File: config.mk
export PLATFORM = sky130hd
export DESIGN_NAME = audio_dma_out
export DESIGN_NICKNAME = d
export VERILOG_FILES = /design/src/rtl/audio_dma_pkg.sv /design/src/rtl/adma_fifo.sv /design/src/rtl/adma_fetch.sv /design/src/rtl/adma_status.sv /design/src/rtl/adma_evt.sv /design/src/rtl/audio_dma_out.sv
export SDC_FILE = /design/constraint.sdc
export NUM_CORES = 1
export LEC_CHECK = 0
export BUFFER_PORTS_ARGS = -buffer_cell sky130_fd_sc_hd__buf_2
export CAP_MARGIN = 40
export CORE_MARGIN = 2
export CORE_UTILIZATION = 54
export CTS_CLUSTER_SIZE = 12
export DETAILED_ROUTE_END_ITERATION = 6
export GPL_ROUTABILITY_DRIVEN = 1
export PLACE_DENSITY = 0.76
export SYNTH_ARGS = -nofsm -noshare
export SYNTH_HDL_FRONTEND = slang
export SYNTH_SLANG_ARGS = --single-unit
export TNS_END_PERCENT = 1
File: constraint.sdc
create_clock -name clk -period 3.4 [get_ports clk]
set_input_delay 0.34 -clock clk [delete_from_list [all_inputs] [get_ports clk]]
set_output_delay 0.34 -clock clk [all_outputs]
set_load 0.03 [all_outputs]
File: src/rtl/audio_dma_pkg.sv
package audio_dma_pkg;
    localparam int FLAG_N       = 4;
    localparam int FLG_EMPTY0   = 0;
    localparam int FLG_EMPTY1   = 1;
    localparam int FLG_BWMISS   = 2;
    localparam int FLG_UNDERRUN = 3;
endpackage

File: src/rtl/adma_fifo.sv
module adma_fifo #(
    parameter int DEPTH = 8,
    parameter int W     = 32
) (
    input  logic                         clk,
    input  logic                         rst_n,
    input  logic                         flush,
    input  logic                         push,
    input  logic [W-1:0]                 push_data,
    input  logic                         pop2,
    output logic [W-1:0]                 head0,
    output logic [W-1:0]                 head1,
    output logic [$clog2(DEPTH+1)-1:0]   count
);
    localparam int PTR_W = $clog2(DEPTH);
    localparam int CNT_W = $clog2(DEPTH+1);

    typedef struct packed {
        logic [PTR_W-1:0] wr_ptr;
        logic [PTR_W-1:0] rd_ptr;
        logic [CNT_W-1:0] cnt;
    } fifo_st_t;

    fifo_st_t st_d, st_q;
    logic [W-1:0] mem_q [DEPTH];
    logic [PTR_W-1:0] rd_next;

    always_comb begin
        st_d = st_q;
        if (flush) begin
            st_d = '0;
        end else begin
            if (push) begin
                st_d.wr_ptr = st_q.wr_ptr + PTR_W'(1);
            end
            if (pop2) begin
                st_d.rd_ptr = st_q.rd_ptr + PTR_W'(2);
            end
            st_d.cnt = st_q.cnt + (push ? CNT_W'(1) : CNT_W'(0))
                                - (pop2 ? CNT_W'(2) : CNT_W'(0));
        end
    end

    always_ff @(posedge clk or negedge rst_n) begin
        if (!rst_n) begin
            st_q <= '0;
        end else begin
            st_q <= st_d;
        end
    end

    always_ff @(posedge clk) begin
        if (push && !flush) begin
            mem_q[st_q.wr_ptr] <= push_data;
        end
    end

    assign rd_next = st_q.rd_ptr + PTR_W'(1);
    assign head0   = mem_q[st_q.rd_ptr];
    assign head1   = mem_q[rd_next];
    assign count   = st_q.cnt;
endmodule

File: src/rtl/adma_fetch.sv
module adma_fetch #(
    parameter int ADDR_W = 32,
    parameter int LEN_W  = 16
) (
    input  logic              clk,
    input  logic              rst_n,
    input  logic              enable,
    input  logic              desc_wr,
    input  logic              desc_sel,
    input  logic [ADDR_W-1:0] desc_base,
    input  logic [LEN_W-1:0]  desc_len,
    input  logic              room,
    input  logic              rd_gnt,
    output logic              rd_req,
    output logic [ADDR_W-1:0] rd_addr,
    output logic [1:0]        empty_set,
    output logic              underrun_set
);
    localparam int IDX_W = LEN_W + 1;

    typedef struct packed {
        logic [1:0][ADDR_W-1:0] base;
        logic [1:0][LEN_W-1:0]  len;
        logic [1:0]             filled;
        logic                   slot;
        logic                   loaded;
        logic                   replay;
        logic [ADDR_W-1:0]      src_base;
        logic [LEN_W-1:0]       src_len;
        logic [IDX_W-1:0]       widx;
    } fetch_st_t;

    fetch_st_t st_d, st_q;
    logic              accept;
    logic              nslot;
    logic [IDX_W-1:0]  last_idx;

    assign rd_req   = enable && st_q.loaded && room;
    assign rd_addr  = st_q.src_base + ADDR_W'({st_q.widx, 2'b00});
    assign accept   = rd_req && rd_gnt;
    assign nslot    = ~st_q.slot;
    assign last_idx = {st_q.src_len, 1'b0} - IDX_W'(1);

    always_comb begin
        st_d         = st_q;
        empty_set    = 2'b00;
        underrun_set = 1'b0;
        if (!enable) begin
            st_d.loaded = 1'b0;
            st_d.slot   = 1'b0;
            st_d.replay = 1'b0;
            st_d.widx   = '0;
        end else if (!st_q.loaded) begin
            if (st_q.filled[st_q.slot]) begin
                st_d.loaded   = 1'b1;
                st_d.replay   = 1'b0;
                st_d.widx     = '0;
                st_d.src_base = st_q.base[st_q.slot];
                st_d.src_len  = st_q.len[st_q.slot];
            end
        end else if (accept) begin
            if (st_q.widx == last_idx) begin
                st_d.widx = '0;
                if (!st_q.replay) begin
                    st_d.filled[st_q.slot] = 1'b0;
                    empty_set[st_q.slot]   = 1'b1;
                end
                st_d.slot = nslot;
                if (st_q.filled[nslot]) begin
                    st_d.src_base = st_q.base[nslot];
                    st_d.src_len  = st_q.len[nslot];
                    st_d.replay   = 1'b0;
                end else begin
                    underrun_set = 1'b1;
                    st_d.replay  = 1'b1;
                end
            end else begin
                st_d.widx = st_q.widx + IDX_W'(1);
            end
        end
        if (desc_wr) begin
            st_d.base[desc_sel]   = desc_base;
            st_d.len[desc_sel]    = desc_len;
            st_d.filled[desc_sel] = 1'b1;
        end
    end

    always_ff @(posedge clk or negedge rst_n) begin
        if (!rst_n) begin
            st_q <= '0;
        end else begin
            st_q <= st_d;
        end
    end
endmodule

File: src/rtl/adma_status.sv
module adma_status #(
    parameter int N = 4
) (
    input  logic         clk,
    input  logic         rst_n,
    input  logic [N-1:0] set,
    input  logic [N-1:0] ack,
    input  logic [N-1:0] int_en,
    output logic [N-1:0] flags,
    output logic         irq
);
    logic [N-1:0] flags_d, flags_q;

    always_comb begin
        flags_d = (flags_q & ~ack) | set;
    end

    always_ff @(posedge clk or negedge rst_n) begin
        if (!rst_n) begin
            flags_q <= '0;
        end else begin
            flags_q <= flags_d;
        end
    end

    assign flags = flags_q;
    assign irq   = |(flags_q & int_en);
endmodule

File: src/rtl/adma_evt.sv
module adma_evt #(
    parameter int EVT_CYCLES = 50
) (
    input  logic clk,
    input  logic rst_n,
    input  logic trig,
    output logic evt
);
    localparam int CNT_W = $clog2(EVT_CYCLES + 1);

    logic [CNT_W-1:0] cnt_d, cnt_q;

    always_comb begin
        if (trig) begin
            cnt_d = CNT_W'(EVT_CYCLES);
        end else if (cnt_q != '0) begin
            cnt_d = cnt_q - CNT_W'(1);
        end else begin
            cnt_d = cnt_q;
        end
    end

    always_ff @(posedge clk or negedge rst_n) begin
        if (!rst_n) begin
            cnt_q <= '0;
        end else begin
            cnt_q <= cnt_d;
        end
    end

    assign evt = (cnt_q != '0);
endmodule

File: src/rtl/audio_dma_out.sv
module audio_dma_out
    import audio_dma_pkg::*;
#(
    parameter int ADDR_W     = 32,
    parameter int LEN_W      = 16,
    parameter int DATA_W     = 32,
    parameter int DEPTH      = 8,
    parameter int EVT_CYCLES = 50
) (
    input  logic              clk,
    input  logic              rst_n,
    input  logic              enable,
    input  logic              desc_wr,
    input  logic              desc_sel,
    input  logic [ADDR_W-1:0] desc_base,
    input  logic [LEN_W-1:0]  desc_len,
    input  logic [3:0]        int_en,
    input  logic [3:0]        ack,
    output logic              rd_req,
    output logic [ADDR_W-1:0] rd_addr,
    input  logic              rd_gnt,
    input  logic              rd_valid,
    input  logic [DATA_W-1:0] rd_data,
    input  logic              sample_due,
    output logic [DATA_W-1:0] left_out,
    output logic [DATA_W-1:0] right_out,
    output logic              sample_valid,
    output logic [3:0]        status,
    output logic              irq,
    output logic              event_out
);
    localparam int CNT_W = $clog2(DEPTH + 1);

    typedef struct packed {
        logic [CNT_W-1:0]  pending;
        logic [CNT_W-1:0]  stale;
        logic [DATA_W-1:0] left;
        logic [DATA_W-1:0] right;
        logic              svalid;
    } top_st_t;

    top_st_t st_d, st_q;

    logic [CNT_W-1:0]  fifo_count;
    logic [DATA_W-1:0] head0, head1;
    logic              take, have_pair, pop2, push, room, accept;
    logic [1:0]        empty_set;
    logic              underrun_set;
    logic [FLAG_N-1:0] flag_set;

    assign take      = enable && sample_due;
    assign have_pair = (fifo_count >= CNT_W'(2));
    assign pop2      = take && have_pair;
    assign push      = rd_valid && enable && (st_q.stale == '0);
    assign accept    = rd_req && rd_gnt;
    assign room      = ({1'b0, fifo_count} + {1'b0, st_q.pending}) < (CNT_W+1)'(DEPTH);

    always_comb begin
        st_d        = st_q;
        st_d.svalid = take;
        st_d.pending = st_q.pending + (accept   ? CNT_W'(1) : CNT_W'(0))
                                    - (rd_valid ? CNT_W'(1) : CNT_W'(0));
        if (!enable) begin
            st_d.stale = st_d.pending;
        end else if (rd_valid && (st_q.stale != '0)) begin
            st_d.stale = st_q.stale - CNT_W'(1);
        end
        if (pop2) begin
            st_d.left  = head0;
            st_d.right = head1;
        end
    end

    always_ff @(posedge clk or negedge rst_n) begin
        if (!rst_n) begin
            st_q <= '0;
        end else begin
            st_q <= st_d;
        end
    end

    always_comb begin
        flag_set               = '0;
        flag_set[FLG_EMPTY0]   = empty_set[0];
        flag_set[FLG_EMPTY1]   = empty_set[1];
        flag_set[FLG_BWMISS]   = take && !have_pair;
        flag_set[FLG_UNDERRUN] = underrun_set;
    end

    adma_fifo #(.DEPTH(DEPTH), .W(DATA_W)) fifo_i (
        .clk       (clk),
        .rst_n     (rst_n),
        .flush     (!enable),
        .push      (push),
        .push_data (rd_data),
        .pop2      (pop2),
        .head0     (head0),
        .head1     (head1),
        .count     (fifo_count)
    );

    adma_fetch #(.ADDR_W(ADDR_W), .LEN_W(LEN_W)) fetch_i (
        .clk          (clk),
        .rst_n        (rst_n),
        .enable       (enable),
        .desc_wr      (desc_wr),
        .desc_sel     (desc_sel),
        .desc_base    (desc_base),
        .desc_len     (desc_len),
        .room         (room),
        .rd_gnt       (rd_gnt),
        .rd_req       (rd_req),
        .rd_addr      (rd_addr),
        .empty_set    (empty_set),
        .underrun_set (underrun_set)
    );

    adma_status #(.N(FLAG_N)) status_i (
        .clk    (clk),
        .rst_n  (rst_n),
        .set    (flag_set),
        .ack    (ack),
        .int_en (int_en),
        .flags  (status),
        .irq    (irq)
    );

    adma_evt #(.EVT_CYCLES(EVT_CYCLES)) evt_i (
        .clk   (clk),
        .rst_n (rst_n),
        .trig  (take),
        .evt   (event_out)
    );

    assign left_out     = st_q.left;
    assign right_out    = st_q.right;
    assign sample_valid = st_q.svalid;
endmodule

==> metrics <==
status=complete, but fails checks; failing checks=setup timing; leak pwr=roughly 10 nW; PortBufs=around 200; Critical Path, Cell by Cell=ha_2, inv_2, fa_2, nor2b_1, o21a_1, o21ai_2, a21oi_2, o21ai_4, a21oi_2, buf_6, o311ai_4, xnor2_1, buf_4; Min Clock Period, post-route=about 3.5 ns; Crit-path slowest cell=dfrtp_1; Yosys top cell area share=about a third; DR vias/cell=about 5.9; CTS Sinks=around 510; floorplan core area=about 42000 um2; Max Cap Violations=0; Final Slew Violations=0; largest net degree at the start of global routing=79; GRT overflow=0; Max Root-Sink Buffers=3; worst-path maximum fanout=7; fin cells=~2.4k; Worst Path Required=approximately 3 ns; Placed Instances=about 2.2k; CP endpoint kind=primary output; first-pass GRT wire length=between 80 and 90 mm; post-DR wirelength/cell=22.0 um; Setup WS post-layout=-0.0957 ns; CP startpoint kind=flip-flop; Mapped Nets=~1.7k; vias in the first global route=around 14k; setup TNS=-0.392 ns; GR Util All Layers=a little under a quarter; worst-margin pin slew=roughly 0.80 ns; DRC errors left=0; VDD IR-drop max=a little under 0.6 mV; most frequent cell after synthesis=dfrtp_1; Final Hold Vio Count=0; top-level I/O count=200; Post-Syn Instances=around 1.5k; Die H=~210 um; ys flop type=dfrtp_1; most frequent CP cell=a21oi_2; Total Routed Length=between 50 and 60 mm; clock slew at reported path FFs=0.06 ns; FMAX=between 200 and 300 MHz; average size of a mapped cell=15.0 um2; drt initial violations=between 1k and 1.5k; design area=27100 um2; fill count=around 2.9k; DR vias=about 14k; crit-path leading delay family=compound AO/OA/AOI/OAI gates; placed inst area=between 20000 and 25000 um2; area of the multi-input gates=between 8000 and 9000 um2; Clock Tree Root=clkbuf_16; initial antenna violation count=3; Arrival @ worst endpoint=between 3 and 4 ns; yosys warns=0; Area Growth Syn to Fin=19.0%; CTS tree=done; row count=75; CTS Buf Count=between 50 and 60; total area of sequential cells=14200 um2; WP buf/inv=3; Post-Route Skew=between 0.06 and 0.07 ns; antenna-violating nets left=0; unrepaired setup endpoints after global routing=yes; ranking of synthesized cells by area=edfxtp_1, dfrtp_1, mux2_2; power per cell area=between 600 and 700 nW/um2; Util after Layout=approximately 65%; commonest cells in the synthesized netlist=dfrtp_1, edfxtp_1, mux2_2; Die ar.=around 44000 um2; H-tree Lvls=2; post-synthesis cell type count=64; cell taking the most area after synthesis=edfxtp_1; sequential element share of the synthesized area=between 60% and 70%; Async SR Flop Fraction=between 50% and 60%; Final Cycle Share=103%; Finish-stage setup viols=9; EDFF count, synth=256; critical setup path kind=reg2out; clk_lat worst skew=roughly 0.63 ns; relative slew slack=a little under half; DRT Pass-1 Iters=5; overall power=~0.019 W; number of synthesized register bits=between 500 and 600; Netlist Area Pre-Place=roughly 23000 um2; nets=about 1.9k; worst hold-check path type=in2reg; CP max stage delay=0.36 ns; DP HPWL=~31 mm; Chip Width=roughly 210 um; Initial Util=between 50 and 60%; layout cell share with drive strength beyond 1=a little over a third; GP Congestion=between 0.8 and 0.9
==> worst register-to-register path, cell delays in order, from the launching register on <==
cell and delay, ns:
dfrtp_1 0.43, inv_1 0.10, ha_1 0.31, a41oi_1 0.18, or4_1 0.51, and3_1 0.19
nor4b_2 0.30, a21oi_1 0.15, o32ai_4 0.26, buf_12 0.33, mux2_2 0.42
==> layout make-up <==
cell class | instances | area share, %
clock inverters | 13 | 0.710
flip-flops and latches | 514 | 52.2
repair buffers | 336 | 8.81
inverters | 39 | 0.539
diodes | 2 | 0.0184
multi-input cells | 823 | 29.5
clock buffers | 87 | 5.73
well taps | 539 | 2.48
==> cells by family (layout without fill, tap and decap cells) <==
family,count (synthesis),in the layout,synth area share (%)
xor+xnor,72,72,2.77
buf+inv,187,475,4.33
simple gates,256,256,5.46
mux,279,279,17.1
compound gates,179,179,6.23
fa+ha+maj,37,37,2.10
other cells,0,2,0
flops,514,514,62.0
==> layout by cell type (no fill, tap or decap), drive strengths merged, types with 3 or more instances in the layout <==
master,netlist,routed
dfrtp,258,258
edfxtp,256,256
buf,83,255
mux2,211,211
nor2,111,111
a221oi,96,96
clkbuf,65,88
dlygate4sd3,0,80
mux4,64,64
xnor2,45,45
nand2,43,43
inv,38,39
ha,35,35
xor2,27,27
a21oi,21,21
nand3,14,14
and3,14,14
nor3,14,14
nand2b,13,13
o21ai,12,12
clkinv,1,11
nand4,7,7
o311ai,7,7
a21o,6,6
and2,6,6
nor4,6,6
o21bai,5,5
or4,4,4
or3,4,4
and4,4,4
mux2i,4,4
o21a,4,4
nor4b,4,4
o31ai,4,4
nor2b,4,4
a22oi,3,3
o22ai,3,3
a21boi,3,3
==> metrics by stage <==
| stage | hold WS (ns) | setup slack [ns] |
|---|---|---|
| floorplan | 0.0444 | -0.527 |
| global route | 0.00357 | -0.192 |
| finish | 0.0231 | -0.0957 |
| detailed placement | 0.368 | 0.0895 |
| global placement | 0.359 | 0.178 |
| CTS | 0.00295 | -0.0653 |
==> metal layers <==
metal / global-route usage (%) / share of wire, % / vias to the layer above
met5: 0 / 0 / -
met4: 6.55 / 2.3 / 0
met3: 5.19 / 6.2 / 88
met2: 39.8 / 50 / 420
met1: 32.3 / 42 / 7185
li1: - / - / 6213
==> worst paths after layout <==
path	start	end	slack, ns	depth (start not counted)
max	fetch_i.st_q[0]	rd_addr[22]	-0.1	13
min	desc_base[28]	fetch_i.st_q[130]	0.02	2
max reg2reg	fetch_i.st_q[18]	fetch_i.st_q[58]	0.06	10
min reg2reg	fetch_i.st_q[34]	fetch_i.st_q[34]	0.50	1
max in group asynchronous	rst_n	fetch_i.st_q[59]	2.08	3
min in group asynchronous	rst_n	status_i.flags[0]	0.31	2
==> power breakdown <==
| group | total [W] | switching [W] | internal (W) |
|---|---|---|---|
| registers | 0.00807 | 0.000678 | 0.00739 |
| clock network | 0.00572 | 0.00242 | 0.00330 |
| logic | 0.00477 | 0.00269 | 0.00208 |
| total | 0.0186 | 0.00579 | 0.0128 |
==> what timing repair did <==
action                     in CTS  in global routing
setup endpoints to repair      19                 63
hold endpoints to repair      388                  0
buffers inserted                4                  6
resized for setup              54                 22
pin swaps                      15                 17
hold buffers                   80                  0
==> registers in the layout (all words and copies together), names as in the netlist <==
signal and count:
fifo_i.mem_q 256, status_i.flags 4, sample_valid 1, fifo_i.st_q 5, fetch_i.st_q 166, left_out 32
fifo_i.count 4, st_q 8, evt_i.cnt_q 6, right_out 32
No activity file was read; power rests on OpenSTA's default activity.
